<file path="src/rtl/rfe_pkg.sv">
package rfe_pkg;
  localparam int COORD_W  = 10;
  localparam int WORD_W   = 16;
  localparam int OFF_W    = 4;
  localparam int STRIDE_SH_HI = 9;
  localparam int STRIDE_SH_LO = 7;

  localparam logic [OFF_W-1:0] OFF_LEFT   = 4'h0;
  localparam logic [OFF_W-1:0] OFF_TOP    = 4'h2;
  localparam logic [OFF_W-1:0] OFF_RIGHT  = 4'h4;
  localparam logic [OFF_W-1:0] OFF_BOTTOM = 4'h6;
  localparam logic [OFF_W-1:0] OFF_COLOUR = 4'h8;
  localparam logic [OFF_W-1:0] OFF_CMD    = 4'hA;
  localparam logic [OFF_W-1:0] OFF_STATUS = 4'hC;

  localparam logic [WORD_W-1:0] CODE_CLEAR   = 16'd0;
  localparam logic [WORD_W-1:0] CODE_OUTLINE = 16'd1;
  localparam logic [WORD_W-1:0] CODE_SOLID   = 16'd2;

  typedef logic [COORD_W-1:0] coord_t;
  typedef logic [WORD_W-1:0]  word_t;

  typedef enum logic [0:0] { WALK_SOLID = 1'b0, WALK_OUTLINE = 1'b1 } walk_e;

  typedef struct packed {
    coord_t x_lo;
    coord_t y_lo;
    coord_t x_hi;
    coord_t y_hi;
    word_t  colour;
    walk_e  walk;
  } job_t;
endpackage

</file>
<file path="src/rtl/rfe_regs.sv">
module rfe_regs
  import rfe_pkg::*;
#(
  parameter int SCREEN_W = 640,
  parameter int SCREEN_H = 480
) (
  input  logic             clk,
  input  logic             rst_n,
  input  logic             wr_valid,
  input  logic [OFF_W-1:0] wr_addr,
  input  word_t            wr_data,
  input  logic [OFF_W-1:0] rd_addr,
  output word_t            rd_data,
  input  logic             busy,
  output logic             start,
  output job_t             job
);
  localparam coord_t LAST_COL = COORD_W'(SCREEN_W - 1);
  localparam coord_t LAST_ROW = COORD_W'(SCREEN_H - 1);

  word_t left_q, top_q, right_q, bottom_q, colour_q;

  always_ff @(posedge clk or negedge rst_n) begin
    if (!rst_n) begin
      left_q   <= '0;
      top_q    <= '0;
      right_q  <= '0;
      bottom_q <= '0;
      colour_q <= '0;
    end else if (wr_valid) begin
      case (wr_addr)
        OFF_LEFT:   left_q   <= wr_data;
        OFF_TOP:    top_q    <= wr_data;
        OFF_RIGHT:  right_q  <= wr_data;
        OFF_BOTTOM: bottom_q <= wr_data;
        OFF_COLOUR: colour_q <= wr_data;
        default: ;
      endcase
    end
  end

  logic code_known;
  assign code_known = (wr_data == CODE_CLEAR) || (wr_data == CODE_OUTLINE) ||
                      (wr_data == CODE_SOLID);
  assign start = wr_valid && (wr_addr == OFF_CMD) && !busy && code_known;

  always_comb begin
    job.colour = colour_q;
    if (wr_data == CODE_CLEAR) begin
      job.x_lo = '0;
      job.y_lo = '0;
      job.x_hi = LAST_COL;
      job.y_hi = LAST_ROW;
      job.walk = WALK_SOLID;
    end else begin
      job.x_lo = left_q[COORD_W-1:0];
      job.y_lo = top_q[COORD_W-1:0];
      job.x_hi = right_q[COORD_W-1:0];
      job.y_hi = bottom_q[COORD_W-1:0];
      job.walk = (wr_data == CODE_OUTLINE) ? WALK_OUTLINE : WALK_SOLID;
    end
  end

  always_comb begin
    case (rd_addr)
      OFF_LEFT:   rd_data = left_q;
      OFF_TOP:    rd_data = top_q;
      OFF_RIGHT:  rd_data = right_q;
      OFF_BOTTOM: rd_data = bottom_q;
      OFF_COLOUR: rd_data = colour_q;
      OFF_STATUS: rd_data = {{(WORD_W-1){1'b0}}, busy};
      default:    rd_data = '0;
    endcase
  end

  a_r10_no_start_busy: assert property (@(posedge clk) disable iff (!rst_n)
    (busy && wr_valid && wr_addr == OFF_CMD) |-> !start);
endmodule

</file>
<file path="src/rtl/rfe_addr.sv">
module rfe_addr
  import rfe_pkg::*;
#(
  parameter int ADDR_W = 20
) (
  input  coord_t            col,
  input  coord_t            row,
  output logic [ADDR_W-1:0] addr
);
  logic [ADDR_W-1:0] row_w, col_w;
  assign row_w = ADDR_W'(row);
  assign col_w = ADDR_W'(col);
  assign addr  = (row_w << STRIDE_SH_HI) + (row_w << STRIDE_SH_LO) + col_w;
endmodule

</file>
<file path="src/rtl/rfe_walker.sv">
module rfe_walker
  import rfe_pkg::*;
(
  input  logic   clk,
  input  logic   rst_n,
  input  logic   start,
  input  job_t   job,
  input  logic   step,
  output logic   busy,
  output coord_t col,
  output coord_t row,
  output word_t  colour
);
  job_t   cur_q;
  logic   busy_q;
  coord_t col_q, row_q;

  logic at_row_end, at_last, edge_row;
  assign at_row_end = (col_q == cur_q.x_hi);
  assign at_last    = at_row_end && (row_q == cur_q.y_hi);
  assign edge_row   = (row_q == cur_q.y_lo) || (row_q == cur_q.y_hi);

  always_ff @(posedge clk or negedge rst_n) begin
    if (!rst_n) begin
      cur_q  <= '0;
      busy_q <= 1'b0;
      col_q  <= '0;
      row_q  <= '0;
    end else if (!busy_q) begin
      if (start) begin
        cur_q  <= job;
        col_q  <= job.x_lo;
        row_q  <= job.y_lo;
        busy_q <= 1'b1;
      end
    end else if (step) begin
      if (at_row_end) begin
        if (at_last) begin
          busy_q <= 1'b0;
        end else begin
          col_q <= cur_q.x_lo;
          row_q <= row_q + 1'b1;
        end
      end else if (cur_q.walk == WALK_SOLID || edge_row) begin
        col_q <= col_q + 1'b1;
      end else begin
        col_q <= cur_q.x_hi;
      end
    end
  end

  assign busy   = busy_q;
  assign col    = col_q;
  assign row    = row_q;
  assign colour = cur_q.colour;

  a_r3_start_busy: assert property (@(posedge clk) disable iff (!rst_n)
    start |=> busy);

  a_r8_hold_stall: assert property (@(posedge clk) disable iff (!rst_n)
    (busy && !step) |=> (busy && $stable(col) && $stable(row) && $stable(colour)));

  a_r6_outline_edge: assert property (@(posedge clk) disable iff (!rst_n)
    (busy && cur_q.walk == WALK_OUTLINE) |->
      (col == cur_q.x_lo || col == cur_q.x_hi || row == cur_q.y_lo || row == cur_q.y_hi));

  a_r5_in_bounds: assert property (@(posedge clk) disable iff (!rst_n)
    (busy && cur_q.x_lo <= cur_q.x_hi && cur_q.y_lo <= cur_q.y_hi) |->
      (col >= cur_q.x_lo && col <= cur_q.x_hi && row >= cur_q.y_lo && row <= cur_q.y_hi));

  a_r9_done: assert property (@(posedge clk) disable iff (!rst_n)
    (busy && step && at_last) |=> !busy);
endmodule

</file>
<file path="src/rtl/rect_fill_engine.sv">
module rect_fill_engine
  import rfe_pkg::*;
#(
  parameter int SCREEN_W = 640,
  parameter int SCREEN_H = 480,
  parameter int ADDR_W   = 20
) (
  input  logic              clk,
  input  logic              rst_n,
  input  logic              reg_wr_valid,
  input  logic [3:0]        reg_wr_addr,
  input  logic [15:0]       reg_wr_data,
  input  logic [3:0]        reg_rd_addr,
  output logic [15:0]       reg_rd_data,
  output logic              mem_valid,
  input  logic              mem_ready,
  output logic [ADDR_W-1:0] mem_addr,
  output logic [15:0]       mem_data
);
  logic   start, busy;
  job_t   job;
  coord_t col, row;
  word_t  colour;

  rfe_regs #(.SCREEN_W(SCREEN_W), .SCREEN_H(SCREEN_H)) u_regs (
    .clk(clk), .rst_n(rst_n),
    .wr_valid(reg_wr_valid), .wr_addr(reg_wr_addr), .wr_data(reg_wr_data),
    .rd_addr(reg_rd_addr), .rd_data(reg_rd_data),
    .busy(busy), .start(start), .job(job)
  );

  rfe_walker u_walker (
    .clk(clk), .rst_n(rst_n),
    .start(start), .job(job), .step(mem_ready),
    .busy(busy), .col(col), .row(row), .colour(colour)
  );

  rfe_addr #(.ADDR_W(ADDR_W)) u_addr (
    .col(col), .row(row), .addr(mem_addr)
  );

  assign mem_valid = busy;
  assign mem_data  = colour;

  a_r8_stream_hold: assert property (@(posedge clk) disable iff (!rst_n)
    (mem_valid && !mem_ready) |=> (mem_valid && $stable(mem_addr) && $stable(mem_data)));
endmodule

</file>
<file path="config.mk">
export PLATFORM = sky130hd
export DESIGN_NAME = rect_fill_engine
export DESIGN_NICKNAME = d
export VERILOG_FILES = /design/src/rtl/rfe_pkg.sv /design/src/rtl/rfe_regs.sv /design/src/rtl/rfe_addr.sv /design/src/rtl/rfe_walker.sv /design/src/rtl/rect_fill_engine.sv
export SDC_FILE = /design/constraint.sdc
export NUM_CORES = 1
export LEC_CHECK = 0
export BUFFER_PORTS_ARGS = -buffer_cell sky130_fd_sc_hd__buf_2
export CAP_MARGIN = 20
export CORE_MARGIN = 2
export CORE_UTILIZATION = 54
export DETAILED_ROUTE_END_ITERATION = 6
export MAX_ROUTING_LAYER = met4
export PLACE_DENSITY = 0.89
export REMOVE_ABC_BUFFERS = 1
export SLEW_MARGIN = 30
export SYNTH_ARGS = -nofsm -noshare
export SYNTH_HDL_FRONTEND = slang
export SYNTH_SLANG_ARGS = --single-unit
</file>
<file path="constraint.sdc">
create_clock -name clk -period 3.3 [get_ports clk]
set_input_delay 0.33 -clock clk [delete_from_list [all_inputs] [get_ports clk]]
set_output_delay 0.33 -clock clk [all_outputs]
set_load 0.02 [all_outputs]
</file>
==> results.cfg <==
[worst_setup_path]
slowest_delay_ns = 0.56
path_cells = inv_2 -> fa_1 -> inv_1 -> ha_1 -> a21o_1 -> a21oi_2 -> o21ai_1 -> a21oi_2 -> o21ai_2 -> or4b_4 -> nand3_2 -> buf_6
critPathMaxFanout = 2
cp_num_buf_inv = 3
worstSetupPathType = register to output pin
worstPathArrival_ns = 3.09
cp_slowest_cell = fa_1
cp_top_family = adder cells
crit_top_cell = a21oi_2
cp-start-kind = register
r2r_slack_ns = 0.68
worstSetupEndpointType = output pin
cp_data_required_time_ns = 2.97

[placed_design]
place_ws_ns = 0.0351
portBuffers = 80
dp.cells = 991
globalplace.congestion = 0.879
hpwl_um = 14200

[die]
die_w_um = 127
start_util_pct = 54.6
rows = 45
core-area_um2 = 15000
die_h_um = 127
dieArea_um2 = 16200
ios = 81

[synth]
async_flop_share_pct = 100
syn_area_um2 = 8210
ys_types = 57
synth_edf_count = 0
netlist_instances = 763
synth_ff_type = dfrtp_1
yosys_warnings = 0
avgSynthCellArea_um2 = 10.8
ys_ff_latch = 158
synth-seq-area-share_pct = 48.2

[drt]
num_vias = 6469
drt_iter0_markers = 669
drc = 0
wirelength_um = 21000
wl_per_cell_um = 20.4
detail-route-antenna-nets = 0
firstDrtPassIters = 5
vias_per_cell = 6.27

[power]
switchingPower_mw = 1.25
power_density_nw_per_um2 = 511
pwr-share-seq_pct = 49.8
pwr-share-comb_pct = 10.8
power_mw = 4.81
ir_worst_vdd_mv = 0.403
cellLeakagePower_nw = 4.56
pwr-share-clk_pct = 39.5
swShare_pct = 25.9
internal_power_mw = 3.56

[sta]
setup_viol = 3
rsz0062_at_grt = yes
setup_ws_ns = -0.122
tightest_slew_ns = 0.976
drv_slew = 0
fmax_ghz = 0.292
timing.final.hold_violations = 0
whs_ns = 0.215
skew_ns = 0.00572
fin_crit_sh_pct = 104
slew_headroom_pct = 34.9
fin_crit_ns = 3.42

[flow_run]
maxCapViolCount = 0

[cts]
cts_tree = built
cts_root_buf = clkbuf_16
cts_inserted_buffers = 17
clk_latency_ns = 0.43
clk_pin_slew_worst_paths_ns = 0.06
h-tree-depth = 4
cts.sinks = 158
cts_buffer_depth = 2

[layout]
nets = 881
fillers = 1155
layoutNonFillerInstCount = 1031
final_util_pct = 62.7
n_antenna_cell = 0
drive_above_1_share_pct = 29.7
area_delta_synth_final_pct = 14.8

[status]
violations = negative setup slack
status = finished, violations left

[global_route]
antenna_found_initial = 0
grt_max_degree = 87
grt_pass1_vias = 6498
track_usage_pct = 28.0
overflow = 0
grt_first_pass_wirelength_um = 34400

[hold_path]
hp-class = input pin to register
==> cell families (layout without fill, tap and decap cells) <==
| kind of cell | count (synthesis) | after routing | share of synthesized area (%) |
|---|---|---|---|
| AO/OA/AOI/OAI | 139 | 139 | 12.9 |
| XOR/XNOR | 44 | 44 | 4.70 |
| adder cells (fa/ha/maj) | 23 | 23 | 3.69 |
| buffers and inverters | 86 | 166 | 5.27 |
| flip-flops | 158 | 158 | 48.2 |
| multiplexers | 91 | 91 | 12.3 |
| AND/OR/NAND/NOR | 222 | 222 | 13.0 |
==> cells in the final DEF, fill, tap and decap left out, types with 19 or more instances in the layout <==
| cell | count |
|---|---|
| a222oi_1 | 19 |
| buf_4 | 35 |
| nand2_1 | 123 |
| buf_2 | 75 |
| mux2_2 | 80 |
| dfrtp_1 | 156 |
| ha_1 | 20 |
| o21ai_0 | 19 |
| xor2_1 | 28 |
==> per-layer routing <==
metal,GRT usage [%],part of all wire (%),vias up
met5,-,0,-
met4,9.05,2.4,0
met3,5.82,8.3,47
met2,43.9,48,315
met1,36.8,41,3222
li1,-,-,2885
==> synth_stat cells, drive strengths merged (3+ instances only) <==
library cell / instances / area (µm²)
a211oi: 4 / 30.0
a21o: 4 / 30.0
a21oi: 11 / 55.1
a222oi: 19 / 190
a22o: 9 / 78.8
a22oi: 17 / 128
a31oi: 7 / 43.8
and3: 11 / 68.8
and4: 3 / 26.3
buf: 32 / 230
clkbuf: 34 / 128
dfrtp: 158 / 3950
ha: 21 / 263
inv: 19 / 71.3
mux2: 80 / 901
mux2i: 11 / 110
nand2: 123 / 462
nand2b: 3 / 18.8
nand3: 17 / 85.1
nand4: 6 / 37.5
nor2: 18 / 70.1
nor2b: 3 / 18.8
nor3: 5 / 30.0
nor4: 13 / 87.6
nor4b: 5 / 43.8
o2111a: 4 / 45.0
o211ai: 7 / 52.6
o21a: 6 / 45.0
o21ai: 24 / 120
o22a: 16 / 140
o31ai: 3 / 22.5
or2: 4 / 25.0
xnor2: 16 / 140
xor2: 28 / 245
==> path summary, 6_finish.rpt <==
| kind | to | from | cells past startpoint |
|---|---|---|---|
| worst max-delay path | mem_addr[17] | u_walker.col[9] | 12 |
| worst min-delay path | u_regs.left_q[11] | reg_wr_data[11] | 2 |
| worst max register to register | u_walker.row[5] | u_walker.row[2] | 8 |
| worst min register to register | u_walker.colour[15] | u_walker.colour[15] | 2 |
| max in group asynchronous | u_walker.col[8] | rst_n | 3 |
| min in group asynchronous | u_regs.right_q[11] | rst_n | 2 |
==> flip-flops by register name, indices dropped and copies added, names as in the netlist <==
register / count
u_walker.col: 10
u_walker.busy: 1
u_regs.left_q: 16
u_walker.cur_q: 41
u_regs.right_q: 16
u_regs.bottom_q: 16
u_regs.colour_q: 16
u_walker.colour: 16
u_regs.top_q: 16
u_walker.row: 10
==> what timing repair did <==
item / in CTS / in global routing
hold endpoints to repair: 16 / 0
setup buffers: 2 / 7
gates cloned: 0 / 0
hold buffers: 1 / 0
endpoints found under the setup margin: 4 / 5
gates resized for setup: 17 / 6
pin swaps: 13 / 8
==> power groups by stage <==
stage                     Combinational, mW  Clock (mW)  Sequential [mW]
after CTS                             0.520        1.91             2.39
final                                 0.517        1.90             2.39
after floorplan                       0.330           0             2.34
after global routing                  0.566        2.00             2.42
after detailed placement              0.514           0             2.42
after global placement                0.487           0             2.40
==> cell type report <==
type / instances / area, µm² / area share [%]
clock buffer: 21 / 450 / 4.78
clock inverter: 11 / 116 / 1.24
inverter: 20 / 75.1 / 0.797
multi-input combinational: 519 / 3890 / 41.4
sequential: 158 / 3960 / 42.0
tap: 188 / 235 / 2.50
timing repair buffer: 114 / 691 / 7.33
==> through the flow <==
step,setup TNS (ns),instance area [µm²]
after CTS,-0.0845,9370
after global placement,0,8740
after detailed placement,0,8740
after floorplan,-83.38,7850
final,-0.159,9420
after global routing,-0.603,9420
Note: power is estimated with default switching activity, not from simulation.
